[config.mk]
export PLATFORM = sky130hd
export DESIGN_NAME = mbx_cmd_seq
export DESIGN_NICKNAME = d
export VERILOG_FILES = /design/src/rtl/mbx_cmd_seq_pkg.sv /design/src/rtl/mbx_poll_timer.sv /design/src/rtl/mbx_arg_buf.sv /design/src/rtl/mbx_resp_buf.sv /design/src/rtl/mbx_seq_fsm.sv /design/src/rtl/mbx_cmd_seq.sv
export SDC_FILE = /design/constraint.sdc
export NUM_CORES = 1
export LEC_CHECK = 0
export ABC_AREA = 1
export BUFFER_PORTS_ARGS = -buffer_cell sky130_fd_sc_hd__buf_4
export CORE_ASPECT_RATIO = 1.5
export CORE_UTILIZATION = 29
export DETAILED_ROUTE_END_ITERATION = 8
export PLACE_DENSITY = 0.49
export SYNTH_ARGS = -nofsm -noshare
export SYNTH_HDL_FRONTEND = slang
export SYNTH_SLANG_ARGS = --single-unit
[constraint.sdc]
create_clock -name clk_i -period 1.7 [get_ports clk_i]
set_input_delay 0.085 -clock clk_i [delete_from_list [all_inputs] [get_ports clk_i]]
set_output_delay 0.085 -clock clk_i [all_outputs]
set_load 0.01 [all_outputs]
[src/rtl/mbx_cmd_seq_pkg.sv]
package mbx_cmd_seq_pkg;
  localparam int REG_W      = 32;
  localparam int ADDR_W     = 2;
  localparam logic [ADDR_W-1:0] ADDR_DATA = 2'd1;
  localparam logic [ADDR_W-1:0] ADDR_STAT = 2'd2;
  localparam int STAT_TXNF  = 1;
  localparam int STAT_RXNE  = 2;

  typedef enum logic [2:0] {
    ST_IDLE, ST_CLEAR, ST_SEND_OP, ST_SEND_ARG, ST_GET_ACK, ST_GET_RESP, ST_DONE
  } seq_state_e;

  typedef enum logic [1:0] {PH_POLL, PH_XFER, PH_CLR} seq_phase_e;
endpackage

[src/rtl/mbx_poll_timer.sv]
module mbx_poll_timer #(
  parameter int LIMIT = 10000
) (
  input  logic clk_i,
  input  logic rst_ni,
  input  logic inc_i,
  output logic expired_o
);
  localparam int CW = (LIMIT > 1) ? $clog2(LIMIT) : 1;
  localparam logic [CW-1:0] LAST = CW'(LIMIT - 1);

  logic [CW-1:0] cnt_q;

  // counts failed attempts; cleared whenever a poll is not failing
  always_ff @(posedge clk_i or negedge rst_ni) begin
    if (!rst_ni)      cnt_q <= '0;
    else if (inc_i)   cnt_q <= cnt_q + 1'b1;
    else              cnt_q <= '0;
  end

  assign expired_o = (cnt_q == LAST);

  assert_poll_bound_R5: assert property (@(posedge clk_i) disable iff (!rst_ni)
    cnt_q <= LAST);
endmodule

[src/rtl/mbx_arg_buf.sv]
module mbx_arg_buf #(
  parameter int MAX_BYTES = 8,
  localparam int IDX_W = (MAX_BYTES > 1) ? $clog2(MAX_BYTES) : 1
) (
  input  logic                   clk_i,
  input  logic                   rst_ni,
  input  logic                   load_i,
  input  logic [7:0]             opcode_i,
  input  logic [8*MAX_BYTES-1:0] args_i,
  input  logic                   sel_op_i,
  input  logic [IDX_W-1:0]       idx_i,
  output logic [31:0]            word_o
);
  logic [7:0] op_q;
  logic [7:0] arg_q [MAX_BYTES];
  logic [7:0] byte_sel;

  always_ff @(posedge clk_i or negedge rst_ni) begin
    if (!rst_ni)     op_q <= '0;
    else if (load_i) op_q <= opcode_i;
  end

  for (genvar g = 0; g < MAX_BYTES; g++) begin : g_arg
    always_ff @(posedge clk_i or negedge rst_ni) begin
      if (!rst_ni)     arg_q[g] <= '0;
      else if (load_i) arg_q[g] <= args_i[8*g +: 8];
    end
  end

  assign byte_sel = sel_op_i ? op_q : arg_q[idx_i];
  assign word_o   = {16'h0000, byte_sel, 8'h00};

  assert_latch_held_R10: assert property (@(posedge clk_i) disable iff (!rst_ni)
    !load_i |=> $stable(op_q));
endmodule

[src/rtl/mbx_resp_buf.sv]
module mbx_resp_buf #(
  parameter int MAX_BYTES = 8,
  localparam int IDX_W = (MAX_BYTES > 1) ? $clog2(MAX_BYTES) : 1
) (
  input  logic                   clk_i,
  input  logic                   rst_ni,
  input  logic                   clr_i,
  input  logic                   we_i,
  input  logic [IDX_W-1:0]       idx_i,
  input  logic [7:0]             byte_i,
  output logic [8*MAX_BYTES-1:0] resp_o,
  output logic [15:0]            word_o
);
  for (genvar g = 0; g < MAX_BYTES; g++) begin : g_resp
    always_ff @(posedge clk_i or negedge rst_ni) begin
      if (!rst_ni)                                 resp_o[8*g +: 8] <= '0;
      else if (clr_i)                              resp_o[8*g +: 8] <= '0;
      else if (we_i && (idx_i == IDX_W'(g)))       resp_o[8*g +: 8] <= byte_i;
    end
  end

  if (MAX_BYTES > 1) begin : g_word2
    assign word_o = {resp_o[7:0], resp_o[15:8]};
  end else begin : g_word1
    assign word_o = {resp_o[7:0], 8'h00};
  end

  assert_store_R8: assert property (@(posedge clk_i) disable iff (!rst_ni)
    (we_i && !clr_i && idx_i == '0) |=> resp_o[7:0] == $past(byte_i));
endmodule

[src/rtl/mbx_seq_fsm.sv]
module mbx_seq_fsm
  import mbx_cmd_seq_pkg::*;
#(
  parameter int MAX_BYTES = 8,
  localparam int CNT_W = $clog2(MAX_BYTES + 1),
  localparam int IDX_W = (MAX_BYTES > 1) ? $clog2(MAX_BYTES) : 1
) (
  input  logic              clk_i,
  input  logic              rst_ni,
  input  logic              start_i,
  input  logic [CNT_W-1:0]  in_cnt_i,
  input  logic [CNT_W-1:0]  out_cnt_i,
  input  logic [REG_W-1:0]  reg_rdata_i,
  input  logic [REG_W-1:0]  tx_word_i,
  input  logic              expired_i,
  output logic              tmr_inc_o,
  output logic              load_o,
  output logic              sel_op_o,
  output logic [IDX_W-1:0]  idx_o,
  output logic              resp_we_o,
  output logic              busy_o,
  output logic              done_o,
  output logic              timeout_o,
  output logic              reg_req_o,
  output logic              reg_we_o,
  output logic [ADDR_W-1:0] reg_addr_o,
  output logic [REG_W-1:0]  reg_wdata_o
);
  localparam logic [CNT_W-1:0] MAX_C = CNT_W'(MAX_BYTES);
  localparam logic [REG_W-1:0] RXNE_CLR = REG_W'(1) << STAT_RXNE;

  seq_state_e       state_q;
  seq_phase_e       phase_q;
  logic [CNT_W-1:0] idx_q, n_in_q, n_out_q;
  logic [REG_W-1:0] clr_val_q;
  logic             timeout_q;

  logic tx_st, rx_st, polling, flag_ok, give_up;
  logic last_in, last_out;

  assign tx_st    = (state_q == ST_SEND_OP) || (state_q == ST_SEND_ARG);
  assign rx_st    = (state_q == ST_GET_ACK) || (state_q == ST_GET_RESP);
  assign polling  = (tx_st || rx_st) && (phase_q == PH_POLL);
  assign flag_ok  = tx_st ? reg_rdata_i[STAT_TXNF] : reg_rdata_i[STAT_RXNE];
  assign give_up  = !flag_ok && expired_i;
  assign last_in  = (idx_q == n_in_q - 1'b1);
  assign last_out = (idx_q == n_out_q - 1'b1);

  function automatic logic [CNT_W-1:0] sat(input logic [CNT_W-1:0] c);
    return (c > MAX_C) ? MAX_C : c;
  endfunction

  always_ff @(posedge clk_i or negedge rst_ni) begin
    if (!rst_ni) begin
      state_q   <= ST_IDLE;
      phase_q   <= PH_POLL;
      idx_q     <= '0;
      n_in_q    <= '0;
      n_out_q   <= '0;
      clr_val_q <= '0;
      timeout_q <= 1'b0;
    end else begin
      unique case (state_q)
        ST_IDLE: if (start_i) begin
          state_q <= ST_CLEAR;
          phase_q <= PH_POLL;
          idx_q   <= '0;
          n_in_q  <= sat(in_cnt_i);
          n_out_q <= sat(out_cnt_i);
        end
        ST_CLEAR: begin
          if (phase_q == PH_POLL) begin
            clr_val_q <= reg_rdata_i;
            phase_q   <= PH_XFER;
          end else begin
            state_q <= ST_SEND_OP;
            phase_q <= PH_POLL;
          end
        end
        ST_SEND_OP, ST_SEND_ARG: begin
          if (phase_q == PH_POLL) begin
            if (flag_ok || expired_i) phase_q <= PH_XFER;
            if (give_up) timeout_q <= 1'b1;
          end else begin
            phase_q <= PH_POLL;
            if (state_q == ST_SEND_OP) begin
              idx_q   <= '0;
              state_q <= (n_in_q != '0) ? ST_SEND_ARG : ST_GET_ACK;
            end else if (last_in) begin
              idx_q   <= '0;
              state_q <= ST_GET_ACK;
            end else begin
              idx_q <= idx_q + 1'b1;
            end
          end
        end
        ST_GET_ACK, ST_GET_RESP: begin
          unique case (phase_q)
            PH_POLL: begin
              if (flag_ok || expired_i) phase_q <= PH_XFER;
              if (give_up) timeout_q <= 1'b1;
            end
            PH_XFER: phase_q <= PH_CLR;
            default: begin
              phase_q <= PH_POLL;
              if (state_q == ST_GET_ACK) begin
                idx_q   <= '0;
                state_q <= (n_out_q != '0) ? ST_GET_RESP : ST_DONE;
              end else if (last_out) begin
                state_q <= ST_DONE;
              end else begin
                idx_q <= idx_q + 1'b1;
              end
            end
          endcase
        end
        default: state_q <= ST_IDLE;
      endcase
    end
  end

  always_comb begin
    reg_req_o   = 1'b0;
    reg_we_o    = 1'b0;
    reg_addr_o  = ADDR_STAT;
    reg_wdata_o = '0;
    if (state_q == ST_CLEAR) begin
      reg_req_o   = 1'b1;
      reg_we_o    = (phase_q == PH_XFER);
      reg_wdata_o = (phase_q == PH_XFER) ? clr_val_q : '0;
    end else if (tx_st || rx_st) begin
      reg_req_o = 1'b1;
      unique case (phase_q)
        PH_POLL: ;
        PH_XFER: begin
          reg_addr_o  = ADDR_DATA;
          reg_we_o    = tx_st;
          reg_wdata_o = tx_st ? tx_word_i : '0;
        end
        default: begin
          reg_we_o    = 1'b1;
          reg_wdata_o = RXNE_CLR;
        end
      endcase
    end
  end

  assign tmr_inc_o = polling && !flag_ok && !expired_i;
  assign load_o    = (state_q == ST_IDLE) && start_i;
  assign sel_op_o  = (state_q == ST_SEND_OP);
  assign idx_o     = idx_q[IDX_W-1:0];
  assign resp_we_o = (state_q == ST_GET_RESP) && (phase_q == PH_XFER);
  assign busy_o    = (state_q != ST_IDLE);
  assign done_o    = (state_q == ST_DONE);
  assign timeout_o = timeout_q;

  assert_clear_writeback_R2: assert property (@(posedge clk_i) disable iff (!rst_ni)
    (state_q == ST_CLEAR && phase_q == PH_POLL) |=> reg_wdata_o == $past(reg_rdata_i));
  assert_write_after_flag_R4: assert property (@(posedge clk_i) disable iff (!rst_ni)
    (tx_st && phase_q == PH_POLL && reg_rdata_i[STAT_TXNF])
      |=> (reg_we_o && reg_addr_o == ADDR_DATA));
  assert_timeout_sticky_R5: assert property (@(posedge clk_i) disable iff (!rst_ni)
    timeout_o |=> timeout_o);
  assert_rx_clear_R6: assert property (@(posedge clk_i) disable iff (!rst_ni)
    (rx_st && phase_q == PH_XFER)
      |=> (reg_we_o && reg_addr_o == ADDR_STAT && reg_wdata_o == RXNE_CLR));
  assert_busy_start_R10: assert property (@(posedge clk_i) disable iff (!rst_ni)
    (busy_o && start_i && state_q != ST_CLEAR) |=> state_q != ST_CLEAR);
  assert_done_pulse_R11: assert property (@(posedge clk_i) disable iff (!rst_ni)
    done_o |=> (!done_o && !busy_o));
endmodule

[src/rtl/mbx_cmd_seq.sv]
module mbx_cmd_seq
  import mbx_cmd_seq_pkg::*;
#(
  parameter int MAX_BYTES  = 8,
  parameter int POLL_LIMIT = 10000,
  localparam int CNT_W = $clog2(MAX_BYTES + 1)
) (
  input  logic                   clk_i,
  input  logic                   rst_ni,
  input  logic                   start_i,
  input  logic [7:0]             opcode_i,
  input  logic [CNT_W-1:0]       in_cnt_i,
  input  logic [CNT_W-1:0]       out_cnt_i,
  input  logic [8*MAX_BYTES-1:0] args_i,
  output logic                   busy_o,
  output logic                   done_o,
  output logic                   timeout_o,
  output logic [8*MAX_BYTES-1:0] resp_o,
  output logic [15:0]            status_word_o,
  output logic                   reg_req_o,
  output logic                   reg_we_o,
  output logic [1:0]             reg_addr_o,
  output logic [31:0]            reg_wdata_o,
  input  logic [31:0]            reg_rdata_i
);
  localparam int IDX_W = (MAX_BYTES > 1) ? $clog2(MAX_BYTES) : 1;

  logic             tmr_inc, expired, load, sel_op, resp_we;
  logic [IDX_W-1:0] idx;
  logic [REG_W-1:0] tx_word;

  mbx_poll_timer #(.LIMIT(POLL_LIMIT)) u_timer (
    .clk_i     (clk_i),
    .rst_ni    (rst_ni),
    .inc_i     (tmr_inc),
    .expired_o (expired)
  );

  mbx_arg_buf #(.MAX_BYTES(MAX_BYTES)) u_args (
    .clk_i    (clk_i),
    .rst_ni   (rst_ni),
    .load_i   (load),
    .opcode_i (opcode_i),
    .args_i   (args_i),
    .sel_op_i (sel_op),
    .idx_i    (idx),
    .word_o   (tx_word)
  );

  mbx_resp_buf #(.MAX_BYTES(MAX_BYTES)) u_resp (
    .clk_i  (clk_i),
    .rst_ni (rst_ni),
    .clr_i  (load),
    .we_i   (resp_we),
    .idx_i  (idx),
    .byte_i (reg_rdata_i[15:8]),
    .resp_o (resp_o),
    .word_o (status_word_o)
  );

  mbx_seq_fsm #(.MAX_BYTES(MAX_BYTES)) u_fsm (
    .clk_i       (clk_i),
    .rst_ni      (rst_ni),
    .start_i     (start_i),
    .in_cnt_i    (in_cnt_i),
    .out_cnt_i   (out_cnt_i),
    .reg_rdata_i (reg_rdata_i),
    .tx_word_i   (tx_word),
    .expired_i   (expired),
    .tmr_inc_o   (tmr_inc),
    .load_o      (load),
    .sel_op_o    (sel_op),
    .idx_o       (idx),
    .resp_we_o   (resp_we),
    .busy_o      (busy_o),
    .done_o      (done_o),
    .timeout_o   (timeout_o),
    .reg_req_o   (reg_req_o),
    .reg_we_o    (reg_we_o),
    .reg_addr_o  (reg_addr_o),
    .reg_wdata_o (reg_wdata_o)
  );
endmodule

==> key figures <==
Die
  – Die area: 33700 um^2
  – Area of the core: 32500 um^2
  – Die Span X: 150 um
  – Initial Util: 29.4%
  – Io pins: 234
  – DIE HEIGHT: 224 um
  – Row count: 81

Pwr
  – Leakage: 8.03 nW
  – PwrDens: 1600 nW/um^2
  – Post-layout power: 26.0 mW
  – Max VDD drop: 0.000903 V

Yosys
  – Ys Warns: 0
  – Synth async-reset ratio: 100%
  – Avg Cell Area, Syn: 8.01 um^2
  – Syn_nets: 1320
  – Synth Instances: 1194
  – Most common cell in the netlist: nand2_1
  – Largest cells by area after synthesis: dfrtp_1, nand2_1, o21ai_0, nor2_1, nand3_1
  – Post-synth top area cell: dfrtp_1
  – Synth top area share: 52.3%
  – Top FF cell, synth: dfrtp_1
  – #FFs+latches synth: 200
  – Mapped Area: 9560 um^2
  – Post-synth EDFFs: 0
  – Yosys cell types: 43
  – Post-synthesis sequential area ratio: 52.3%
  – Most frequent cells after synthesis: nand2_1, dfrtp_1, nor2_1, o21ai_0, inv_1

Place
  – Post-place setup slack: -65.5 ps
  – Post-Place Cells: 1834
  – Post-DP HPWL: 21.1 mm
  – Routability Congestion: 0.806
  – Port Buffer Count: 233
  – Area post-placement: 12100 um^2

STA
  – Tcrit/Tclk final: 127%
  – Setup WS post-layout: -457 ps
  – Slew margin rel.: 74.2%
  – RSZ-0062 raised after global routing: yes
  – Min cycle time layout: 2160 ps
  – Slew @ Worst Pin: 387 ps
  – Clock Skew: 9.56 ps
  – Worst hold slack: 109 ps
  – Final setup violation count: 89
  – Final Hold Vio Count: 0
  – Slew Limit Fails: 0
  – Max frequency: 464 MHz
  – Setup_tns: -6470 ps

Layout
  – Non-Filler Instances: 2052
  – Net count, final: 1749
  – Filler cells: 3035
  – Register area: 5010 um^2
  – Layout cells sized above 1: 40.8%
  – Post-layout util: 50.0%
  – Area of the multi-input gates: 4890 um^2
  – Area grow syn2layout: 70.2%
  – Final instance area: 16300 um^2

Worst setup path
  – RR Startpoint: u_fsm.state_q[2]$_DFFE_PN0P_
  – CP required: 1620 ps
  – Crit-path max cell delay: 470 ps
  – Most common cell on crit path: nand2_1
  – CP endpoint kind: primary output
  – CP max FO: 7
  – Setup CP Type: flop to primary output
  – Critical path launch point type: flop
  – R2R setup slack: -50 ps
  – Critical path's slowest cell: dfrtp_2
  – Worst-path cell chain: clkinv_4, buf_12, buf_8, buf_12, nor2_1, o211ai_1, nand3_2, nand2_1, nand2_1, nand2_1, buf_6
  – Critical Path AT: 2070 ps
  – Reg-to-reg endpoint: u_args.arg_q[35]$_DFFE_PN0P_
  – Cell count of the worst reg-to-reg path: 11

Routing
  – DR DRC count: 0
  – Vias: 9534
  – Routed vias/inst: 4.65
  – First DRT Iteration DRCs: 477
  – Mean routed wirelength per cell: 16.8 um
  – Post-route antenna net violation count: 0
  – Initial DRT Pass Iterations: 5
  – Final wirelength: 34.4 mm

Global route
  – First-pass GRT wire length: 49.5 mm
  – GRT overflow: 0
  – Vias in the first global route: 9425
  – Total GRT Usage: 19.3%
  – Largest net degree at the start of global routing: 61
  – Initial antenna violation count: 1

Run
  – Max_cap viols: 0

Clock network
  – Clock Tree Root: clkbuf_16
  – TritonCTS clock tree: done
  – Clock Pin Slew Worst Setup and Hold Paths: 80 ps
  – H-tree levels: 4
  – Worst-skew pair later-pin latency: 460 ps
  – CTS Buf Count: 17
  – Clk sink count: 200
  – Max Root-Sink Buffers: 2

Status
  – Violated checks: setup timing
  – Status: finished, violations left

Worst hold path
  – Hold WC Path Type: primary input to async pin
routing by layer:
layer / wire length, um / GRT usage, % / vias to the layer above
li1: - / - / 4624
met1: 13400 / 22.6 / 4603
met2: 18500 / 34.3 / 246
met3: 1180 / 2.41 / 61
met4: 1330 / 9.45 / 0
met5: 0 / 0 / -
state kept, by name (all words and copies together), names as in the netlist, 2 cells and up:
signal           flops
u_args.arg_q        64
u_args.op_q          8
u_fsm.clr_val_q     32
u_fsm.idx_q          4
u_fsm.n_in_q         4
u_fsm.n_out_q        4
u_fsm.phase_q        2
u_fsm.state_q        3
u_resp.resp_o       64
u_timer.cnt_q       14
layout by cell type, fill, tap and decap left out, drive strengths merged:
cell type / n
nor4: 2
diode: 1
o21a: 2
buf: 353
a21boi: 1
o21bai: 1
ha: 11
nor3: 5
a21oi: 3
inv: 64
nand2: 518
o22ai: 6
clkinvlp: 5
clkinv: 8
nand3: 52
a31oi: 4
xor2: 4
nor2: 111
dfrtp: 200
xnor2: 2
o211ai: 19
nand4: 5
nor3b: 4
or2: 3
o21ai: 105
clkbuf: 34
bufbuf: 1
dlygate4sd3: 113
area by class of cell:
| type | count | area share [%] |
|---|---|---|
| Timing Repair inverter | 1 | 0.0461 |
| Tap cell | 415 | 3.19 |
| Clock buffer | 21 | 2.83 |
| Clock inverter | 11 | 0.546 |
| Multi-Input combinational cell | 858 | 30.1 |
| Sequential cell | 200 | 30.8 |
| Timing Repair Buffer | 480 | 30.7 |
| Inverter | 65 | 1.82 |
| Antenna cell | 1 | 0.0154 |
worst max-delay path by stage:
stage	startpoint	end	slack, ps
4_1_cts	u_fsm.idx_q[0]$_DFFE_PN0P_	reg_wdata_o[13]	-430
3_5_place_dp	u_fsm.state_q[2]$_DFFE_PN0P_	u_resp.resp_o[6]$_DFFE_PN0P_	-70
6_report	u_fsm.idx_q[0]$_DFFE_PN0P_	reg_wdata_o[13]	-460
2_1_floorplan	u_fsm.idx_q[0]$_DFFE_PN0P_	u_resp.resp_o[0]$_DFFE_PN0P_	10
3_3_place_gp	u_fsm.state_q[2]$_DFFE_PN0P_	u_resp.resp_o[5]$_DFFE_PN0P_	-20
5_1_grt	u_fsm.idx_q[0]$_DFFE_PN0P_	reg_wdata_o[10]	-580
report_power, final:
part,internal (mW),switching [mW]
logic,6.83,7.25
registers,6.62,1.32
clock network,1.98,1.96
total,15.4,10.5
cells by family (layout without fill, tap and decap cells):
family,count (synthesis),after routing,synth area share [%]
adders and majority gates,11,11,1.44
DFF,200,200,52.3
AOI/OAI and AO/OA,141,141,8.49
other,0,1,0
buffers and inverters,137,578,7.29
xor gates and xnor gates,6,6,0.550
and+or+nand+nor,699,700,29.9
worst max-delay path, delay by kind of cell, from the launching register on:
family	cells	cell delay, ps
and+or+nand+nor	5	350
DFF	1	470
AOI/OAI and AO/OA	1	250
buffers and inverters	5	540
what timing repair did:
| action | 4_1_cts | 5_1_grt |
|---|---|---|
| gates cloned | 10 | 18 |
| hold endpoints to repair | 313 | 0 |
| resized for setup | 184 | 312 |
| setup endpoints to repair | 48 | 224 |
| hold buffers | 113 | 0 |
| pin swaps | 25 | 112 |
| setup buffers | 22 | 27 |
No activity file was read; power rests on OpenSTA's default activity.
